$ cat config.mk
export PLATFORM = sky130hd
export DESIGN_NAME = store_merge_buf
export DESIGN_NICKNAME = d
export VERILOG_FILES = /design/src/rtl/smb_pkg.sv /design/src/rtl/smb_pick.sv /design/src/rtl/smb_match.sv /design/src/rtl/smb_entry.sv /design/src/rtl/store_merge_buf.sv
export SDC_FILE = /design/constraint.sdc
export NUM_CORES = 2
export LEC_CHECK = 0
export BUFFER_PORTS_ARGS = -buffer_cell sky130_fd_sc_hd__buf_4
export CORE_ASPECT_RATIO = 0.7
export CORE_MARGIN = 3
export CORE_UTILIZATION = 47
export CTS_CLUSTER_SIZE = 30
export DETAILED_ROUTE_END_ITERATION = 7
export HOLD_SLACK_MARGIN = 0.1
export PLACE_DENSITY = 0.74
export SLEW_MARGIN = 10
export SYNTH_ARGS = -nofsm -noshare
export SYNTH_HDL_FRONTEND = slang
export SYNTH_SLANG_ARGS = --single-unit
export TNS_END_PERCENT = 1
$ cat constraint.sdc
create_clock -name clk -period 4.15 [get_ports clk]
set_clock_uncertainty 0.15 [all_clocks]
set_input_delay 0.415 -clock clk [delete_from_list [all_inputs] [get_ports clk]]
set_output_delay 0.415 -clock clk [all_outputs]
set_load 0.01 [all_outputs]
$ cat src/rtl/smb_pkg.sv
// Shared types for the store miss merge buffer.
// Assumes: nothing beyond IEEE 1800-2017 packages.
package smb_pkg;

    // Life cycle of one merge entry.
    typedef enum logic [2:0] {
        E_FREE = 3'd0,   // holds nothing
        E_OPEN = 3'd1,   // collecting stores
        E_REQ  = 3'd2,   // closed, bus request raised
        E_WAIT = 3'd3,   // read accepted, waiting for fill
        E_WB   = 3'd4    // line complete, writing to cache
    } ent_st_t;

    localparam logic KIND_READ  = 1'b0;
    localparam logic KIND_CLAIM = 1'b1;

endpackage

$ cat src/rtl/smb_pick.sv
// Lowest-index picker with hold: picks the lowest set request and keeps
// that choice until the consumer acknowledges it.
// Assumes: a request that is being held stays set until acknowledged.
module smb_pick #(
    parameter int N  = 4,
    parameter int IW = 2
) (
    input  logic          clk,
    input  logic          rst_n,
    input  logic [N-1:0]  req,
    input  logic          ack,
    output logic          any,
    output logic [IW-1:0] idx
);
    logic          hold_q;
    logic [IW-1:0] hold_idx_q;
    logic [IW-1:0] low_idx;

    // Scan for the lowest requesting index.
    always_comb begin
        low_idx = '0;
        for (int i = N - 1; i >= 0; i--) begin
            if (req[i]) low_idx = IW'(i);
        end
    end

    assign any = |req;
    assign idx = hold_q ? hold_idx_q : low_idx;

    // Remember an offered choice that was not taken.
    always_ff @(posedge clk) begin
        if (!rst_n) begin
            hold_q     <= 1'b0;
            hold_idx_q <= '0;
        end else begin
            hold_q     <= any & ~ack;
            hold_idx_q <= idx;
        end
    end
endmodule

$ cat src/rtl/smb_match.sv
// Line address lookup: compares a probe line against every entry and
// reports hits on open entries and on closed (busy) entries separately.
// Assumes: at most one non-free entry holds any given line.
module smb_match #(
    parameter int N    = 4,
    parameter int LA_W = 27
) (
    input  logic [LA_W-1:0]     probe_line,
    input  smb_pkg::ent_st_t    st_vec   [N],
    input  logic [LA_W-1:0]     line_vec [N],
    output logic [N-1:0]        hit_open,
    output logic [N-1:0]        hit_busy
);
    import smb_pkg::*;

    for (genvar i = 0; i < N; i++) begin : g_cmp
        logic same;
        // Address equality for this entry.
        assign same        = (line_vec[i] == probe_line);
        // Open entries accept merges.
        assign hit_open[i] = same && (st_vec[i] == E_OPEN);
        // Closed entries block stores to their line.
        assign hit_busy[i] = same && (st_vec[i] != E_OPEN) && (st_vec[i] != E_FREE);
    end
endmodule

$ cat src/rtl/smb_entry.sv
// One merge entry: line address, byte-valid mask, line data, age counter
// and the state machine that closes, issues, absorbs the fill and retires.
// Assumes: alloc only while free, merge only while open, fill_hit only while
// waiting; issue_gnt and wb_done only in the matching state.
module smb_entry #(
    parameter int LINE_BYTES = 32,
    parameter int WORD_BYTES = 8,
    parameter int LA_W       = 27,
    parameter int TIMEOUT    = 16,
    localparam int LINE_W    = LINE_BYTES * 8,
    localparam int WORD_W    = WORD_BYTES * 8,
    localparam int SLOT_W    = $clog2(LINE_BYTES / WORD_BYTES),
    localparam int AGE_W     = $clog2(TIMEOUT + 1)
) (
    input  logic                  clk,
    input  logic                  rst_n,
    input  logic                  alloc,
    input  logic                  merge,
    input  logic [LA_W-1:0]       st_line,
    input  logic [SLOT_W-1:0]     st_slot,
    input  logic [WORD_BYTES-1:0] st_be,
    input  logic [WORD_W-1:0]     st_data,
    input  logic                  issue_gnt,
    input  logic                  fill_hit,
    input  logic [LINE_W-1:0]     fill_data,
    input  logic                  wb_done,
    output smb_pkg::ent_st_t      st_o,
    output logic [LA_W-1:0]       line_o,
    output logic                  kind_o,
    output logic [LINE_W-1:0]     data_o
);
    import smb_pkg::*;

    ent_st_t               state_q;
    logic [LA_W-1:0]       line_q;
    logic [LINE_BYTES-1:0] mask_q;
    logic [LINE_W-1:0]     data_q;
    logic [AGE_W-1:0]      age_q;
    logic                  kind_q;

    logic [LINE_BYTES-1:0] wr_mask;
    logic [LINE_BYTES-1:0] nxt_mask;
    logic [LINE_W-1:0]     nxt_data;
    logic [LINE_W-1:0]     fill_merged;
    logic                  wr_en;
    logic                  full;

    assign wr_en = alloc | merge;

    // Spread the store's byte enables onto the line byte positions.
    always_comb begin
        for (int b = 0; b < LINE_BYTES; b++) begin
            wr_mask[b] = (SLOT_W'(b / WORD_BYTES) == st_slot) && st_be[b % WORD_BYTES];
        end
    end

    // Mask and data after applying this cycle's store (younger bytes win).
    always_comb begin
        nxt_mask = ((state_q == E_FREE) ? '0 : mask_q) | (wr_en ? wr_mask : '0);
        for (int b = 0; b < LINE_BYTES; b++) begin
            nxt_data[b*8 +: 8] = (wr_en && wr_mask[b]) ? st_data[(b % WORD_BYTES)*8 +: 8]
                                                       : data_q[b*8 +: 8];
        end
    end

    assign full = &nxt_mask;

    // Fetched bytes fill only the positions no store has written.
    always_comb begin
        for (int b = 0; b < LINE_BYTES; b++) begin
            fill_merged[b*8 +: 8] = mask_q[b] ? data_q[b*8 +: 8] : fill_data[b*8 +: 8];
        end
    end

    // Entry state machine and storage.
    always_ff @(posedge clk) begin
        if (!rst_n) begin
            state_q <= E_FREE;
            line_q  <= '0;
            mask_q  <= '0;
            data_q  <= '0;
            age_q   <= '0;
            kind_q  <= KIND_READ;
        end else begin
            case (state_q)
                E_FREE: begin
                    if (alloc) begin
                        line_q <= st_line;
                        mask_q <= nxt_mask;
                        data_q <= nxt_data;
                        age_q  <= '0;
                        if (full) begin
                            state_q <= E_REQ;
                            kind_q  <= KIND_CLAIM;
                        end else begin
                            state_q <= E_OPEN;
                        end
                    end
                end
                E_OPEN: begin
                    mask_q <= nxt_mask;
                    data_q <= nxt_data;
                    if (full) begin
                        state_q <= E_REQ;
                        kind_q  <= KIND_CLAIM;
                    end else if (age_q == AGE_W'(TIMEOUT - 1)) begin
                        state_q <= E_REQ;
                        kind_q  <= KIND_READ;
                    end else begin
                        age_q <= age_q + 1'b1;
                    end
                end
                E_REQ: begin
                    if (issue_gnt) state_q <= (kind_q == KIND_CLAIM) ? E_WB : E_WAIT;
                end
                E_WAIT: begin
                    if (fill_hit) begin
                        data_q  <= fill_merged;
                        state_q <= E_WB;
                    end
                end
                E_WB: begin
                    if (wb_done) begin
                        state_q <= E_FREE;
                        mask_q  <= '0;
                    end
                end
                default: state_q <= E_FREE;
            endcase
        end
    end

    assign st_o   = state_q;
    assign line_o = line_q;
    assign kind_o = kind_q;
    assign data_o = data_q;
endmodule

$ cat src/rtl/store_merge_buf.sv
// Store miss merge buffer top: routes stores to an open entry for their
// line or to a free entry, stalls stores to closed lines or when full,
// and arbitrates the bus request and cache write ports among entries.
// Assumes: the bus returns each fill with the tag of its request; stores
// are doubleword aligned.
module store_merge_buf #(
    parameter int ADDR_W     = 32,
    parameter int LINE_BYTES = 32,
    parameter int WORD_BYTES = 8,
    parameter int ENTRIES    = 4,
    parameter int TIMEOUT    = 16,
    localparam int LINE_W    = LINE_BYTES * 8,
    localparam int WORD_W    = WORD_BYTES * 8,
    localparam int SLOT_W    = $clog2(LINE_BYTES / WORD_BYTES),
    localparam int WA_W      = ADDR_W - $clog2(WORD_BYTES),
    localparam int LA_W      = WA_W - SLOT_W,
    localparam int IW        = $clog2(ENTRIES)
) (
    input  logic                  clk,
    input  logic                  rst_n,
    input  logic                  st_valid,
    input  logic [WA_W-1:0]       st_waddr,
    input  logic [WORD_BYTES-1:0] st_be,
    input  logic [WORD_W-1:0]     st_data,
    output logic                  st_ready,
    output logic                  bus_req_valid,
    input  logic                  bus_req_ready,
    output logic                  bus_req_kind,
    output logic [LA_W-1:0]       bus_req_line,
    output logic [IW-1:0]         bus_req_tag,
    input  logic                  fill_valid,
    input  logic [IW-1:0]         fill_tag,
    input  logic [LINE_W-1:0]     fill_data,
    output logic                  cw_valid,
    input  logic                  cw_ready,
    output logic [LA_W-1:0]       cw_line,
    output logic [LINE_W-1:0]     cw_data
);
    import smb_pkg::*;

    ent_st_t             ent_st   [ENTRIES];
    logic [LA_W-1:0]     ent_line [ENTRIES];
    logic [LINE_W-1:0]   ent_data [ENTRIES];
    logic [ENTRIES-1:0]  ent_kind;

    logic [LA_W-1:0]     st_line;
    logic [SLOT_W-1:0]   st_slot;
    logic [ENTRIES-1:0]  hit_open, hit_busy;
    logic [ENTRIES-1:0]  free_vec, req_vec, wb_vec;
    logic                free_any, bus_any, wb_any;
    logic [IW-1:0]       free_idx, bus_idx, wb_idx;
    logic                st_take;

    assign st_line = st_waddr[WA_W-1:SLOT_W];
    assign st_slot = st_waddr[SLOT_W-1:0];

    // Look the store's line up in every entry.
    smb_match #(.N(ENTRIES), .LA_W(LA_W)) u_match (
        .probe_line (st_line),
        .st_vec     (ent_st),
        .line_vec   (ent_line),
        .hit_open   (hit_open),
        .hit_busy   (hit_busy)
    );

    // Classify entries for the three pickers.
    always_comb begin
        for (int i = 0; i < ENTRIES; i++) begin
            free_vec[i] = (ent_st[i] == E_FREE);
            req_vec[i]  = (ent_st[i] == E_REQ);
            wb_vec[i]   = (ent_st[i] == E_WB);
        end
    end

    // Accept on an open hit, or on a fresh line while an entry is free.
    assign st_ready = (|hit_open) | (~(|hit_busy) & free_any);
    assign st_take  = st_valid & st_ready;

    smb_pick #(.N(ENTRIES), .IW(IW)) u_free_pick (
        .clk(clk), .rst_n(rst_n), .req(free_vec), .ack(st_take),
        .any(free_any), .idx(free_idx)
    );

    smb_pick #(.N(ENTRIES), .IW(IW)) u_bus_pick (
        .clk(clk), .rst_n(rst_n), .req(req_vec), .ack(bus_req_ready),
        .any(bus_any), .idx(bus_idx)
    );

    smb_pick #(.N(ENTRIES), .IW(IW)) u_wb_pick (
        .clk(clk), .rst_n(rst_n), .req(wb_vec), .ack(cw_ready),
        .any(wb_any), .idx(wb_idx)
    );

    for (genvar i = 0; i < ENTRIES; i++) begin : g_ent
        logic alloc_i, merge_i, issue_i, fill_i, wb_i;
        // Per-entry strobes derived from the pickers and handshakes.
        assign alloc_i = st_take & ~(|hit_open) & (free_idx == IW'(i));
        assign merge_i = st_take & hit_open[i];
        assign issue_i = bus_any & bus_req_ready & (bus_idx == IW'(i));
        assign fill_i  = fill_valid & (fill_tag == IW'(i)) & (ent_st[i] == E_WAIT);
        assign wb_i    = wb_any & cw_ready & (wb_idx == IW'(i));

        smb_entry #(
            .LINE_BYTES(LINE_BYTES), .WORD_BYTES(WORD_BYTES),
            .LA_W(LA_W), .TIMEOUT(TIMEOUT)
        ) u_ent (
            .clk       (clk),
            .rst_n     (rst_n),
            .alloc     (alloc_i),
            .merge     (merge_i),
            .st_line   (st_line),
            .st_slot   (st_slot),
            .st_be     (st_be),
            .st_data   (st_data),
            .issue_gnt (issue_i),
            .fill_hit  (fill_i),
            .fill_data (fill_data),
            .wb_done   (wb_i),
            .st_o      (ent_st[i]),
            .line_o    (ent_line[i]),
            .kind_o    (ent_kind[i]),
            .data_o    (ent_data[i])
        );
    end

    assign bus_req_valid = bus_any;
    assign bus_req_kind  = ent_kind[bus_idx];
    assign bus_req_line  = ent_line[bus_idx];
    assign bus_req_tag   = bus_idx;

    assign cw_valid = wb_any;
    assign cw_line  = ent_line[wb_idx];
    assign cw_data  = ent_data[wb_idx];
endmodule

==> results.json <==
{
  "synth_fa_ha_area_frac": 0.00155,
  "place_hpwl_um": 197000,
  "gp_congestion": 1.04,
  "start_kind": "flip-flop",
  "ant_nets": 0,
  "critical_path_arrival_ns": 4.84,
  "die_w_um": 449,
  "drive_gt1_frac": 0.216,
  "synth_area_leaders": "dfxtp_1, a211oi_1, mux4_2",
  "critPathRequiredTime_ns": 4.67,
  "reg2reg_from": "g_ent[0].u_ent.line_o[2]",
  "ir_drop_uv": 377,
  "clk_latency_ns": 0.80,
  "die_area_sq_um": 142000,
  "drtPass1Iterations": 8,
  "synth_seq_cells": 1305,
  "track_usage": 0.391,
  "synthesis.instances": 7415,
  "root_buffer": "clkbuf_16",
  "coreArea_sq_um": 136000,
  "status": "finished with violations",
  "power.density_nw_per_um2": 386,
  "hold_class": "in2reg",
  "ios": 681,
  "cp_max_fo": 5,
  "cts_buffers": 134,
  "synth_area_sq_um": 64600,
  "fin_crit_ns": 4.32,
  "floorplan.die.height_um": 316,
  "antenna_found_initial": 35,
  "io_buffer_count": 680,
  "tns_ns": -1.01,
  "fmax_ghz": 0.231,
  "critPathCaptureType": "flip-flop",
  "viasPerCell": 6.59,
  "grt_overflow": 0,
  "fin_ws_ns": -0.170,
  "cts_tree": "built",
  "ys.flop_type": "dfxtp_1",
  "cts.sinks": 1305,
  "finalHoldViolations": 0,
  "synth_top_family_by_area": "compound AO/OA/AOI/OAI gates",
  "clock_path_buffers": 3,
  "clkTransAtPathRegs_ns": 0.06,
  "syn-num-nets": 7788,
  "criticalPathCategory": "reg2reg",
  "num_rows": 113,
  "holdCritStartpoint": "st_waddr[24]",
  "fillers": 10700,
  "drv_slew": 0,
  "leakage_nw": 30.5,
  "period_share": 1.04,
  "yosys.area_share.simple": 0.155,
  "grt_pass1_wl_um": 425000,
  "synthArstFlopShare": 0,
  "synth_seq_area_share": 0.404,
  "synth_top_area_cell": "dfxtp_1",
  "worst_pin_slew_ns": 1.20,
  "max_cap_viol_count": 0,
  "grt_max_degree": 143,
  "synth_area_per_cell_sq_um": 8.71,
  "setup_viol": 20,
  "rsz0062_at_grt": "yes",
  "avgRoutedWirePerCell_um": 27.7,
  "synth_edf_count": 0,
  "drt_wl_total_um": 291000,
  "synth-compound-area-share": 0.256,
  "yosysUniqueCellTypes": 86,
  "via_count": 69300,
  "cp-startpoint": "g_ent[0].u_ent.line_o[2]",
  "holdPathStages": 4,
  "drc": 18,
  "muxShareOfSynthArea": 0.122,
  "ys_warn_count": 0,
  "synth-xor-area-share": 0.0146,
  "synth_top_area_frac": 0.404,
  "failed_checks": "DRC, setup timing",
  "first_iter_violations": 10700,
  "start_util": 0.475,
  "maxSlewHeadroom": 0.201,
  "areaGrowthSynthToFinish_pct": 32.4,
  "r2r_cells": 17,
  "first_global_vias": 65400,
  "nNetsFinal": 8901,
  "cts_max_level": 4,
  "fin_util": 0.629
}
-- final timing paths --
kind / end / slack, ns
max: g_ent[0].u_ent.st_o[0] / -0.17
min: g_ent[1].u_ent.line_o[22] / 0.13
max reg2reg: g_ent[0].u_ent.st_o[0] / -0.17
min reg2reg: g_ent[2].u_ent.age_q[4] / 0.31
-- sequential cells by signal, summed over array words and instances, names as in the netlist, 4 cells and up --
signal,flops
g_ent.u_ent.age_q,20
g_ent.u_ent.mask_q,128
g_ent.u_ent.line_o,108
g_ent.u_ent.data_o,1024
g_ent.u_ent.st_o,12
g_ent.u_ent.kind_o,4
-- cell type report --
class	count	area [sq um]	area share
clock inverters	39	452	0.00528
well taps	1840	2300	0.0269
flip-flops and latches	1305	26100	0.305
repair buffers	1665	16200	0.189
inverters	32	131	0.00154
multi-input cells	5390	36200	0.423
clock buffers	206	4070	0.0476
diodes	42	105	0.00123
-- cells in the mapped netlist (41+ instances only) --
master,count
a211oi_1,1037
a21oi_1,1129
a22oi_1,103
a31oi_1,141
and2_1,297
buf_1,41
buf_2,128
clkbuf_1,499
dfxtp_1,1305
mux2i_1,88
mux4_2,311
nand2_1,172
nand3_1,71
nor2_1,1540
xor2_1,103
-- layer usage --
| layer | track usage | vias up | part of all wire |
|---|---|---|---|
| li1 | - | 29700 | - |
| met1 | 0.525 | 32900 | 0.38 |
| met2 | 0.572 | 5505 | 0.42 |
| met3 | 0.110 | 1170 | 0.13 |
| met4 | 0.213 | 2 | 0.066 |
| met5 | 0 | - | 0.000045 |
-- power by group --
group          switching (mW)  internal (mW)
Clock                    5.46           7.23
Combinational            4.39           2.81
Sequential              0.255           12.9
-- logic make-up after synthesis --
family,Yosys count
and+or+nand+nor,2283
AOI/OAI and AO/OA,2591
muxes,400
buffers and inverters,720
xor gates and xnor gates,108
DFF,1305
adders and majority gates,8
-- what timing repair did --
item / 4_1_cts / 5_1_grt
resized for setup: 38 / 83
pin swaps: 12 / 33
hold buffers: 480 / 0
setup endpoints to repair: 260 / 1080
gates cloned: 2 / 0
buffers inserted: 5 / 10
endpoints found under the hold margin: 1177 / 0
-- worst max-delay path: stages (launching register included) --
cell	delay, ns
dfxtp_2	0.33
xor2_2	0.20
buf_4	0.16
nor4_2	0.22
buf_4	0.17
nand4_1	0.15
buf_4	0.20
nor4_4	0.28
o41a_1	0.26
buf_6	0.15
nor2_4	0.05
or4_1	0.53
a32oi_2	0.26
nand4_2	0.15
nor4_4	0.39
buf_4	0.19
nor3_4	0.04
o311a_1	0.29
-- metrics by stage --
stage               total power, mW  std cells  hold slack (ns)  setup slack, ns  instance area (sq um)
global placement               19.6       9735            0.296           -0.780                  75300
detailed placement             19.7       9735            0.312           -0.799                  75300
floorplan                      16.7       7415            0.285            0.304                  64600
global route                   33.8      10500            0.127           -0.281                  85500
CTS                            32.7      10500            0.101          -0.0729                  85000
finish                         33.0      10500            0.131           -0.170                  85600
-- cells in the final DEF (no fill, tap or decap), drive strengths merged, types with 20 or more instances in the layout --
cell | synthesis | routed
a211oi | 1037 | 1037
a21oi | 1130 | 1130
a22oi | 104 | 104
a31oi | 142 | 142
a32oi | 28 | 28
and2 | 302 | 302
and3 | 26 | 26
buf | 189 | 1183
clkbuf | 499 | 206
dfxtp | 1305 | 1305
diode | 0 | 42
dlygate4sd3 | 0 | 479
inv | 32 | 40
mux2i | 88 | 88
mux4 | 311 | 311
nand2 | 172 | 172
nand3 | 71 | 71
nand4 | 20 | 20
nor2 | 1560 | 1560
nor3 | 25 | 25
nor4 | 43 | 43
o211ai | 24 | 24
o21ai | 35 | 35
xor2 | 103 | 103
Note: power is estimated with default switching activity, not from simulation.
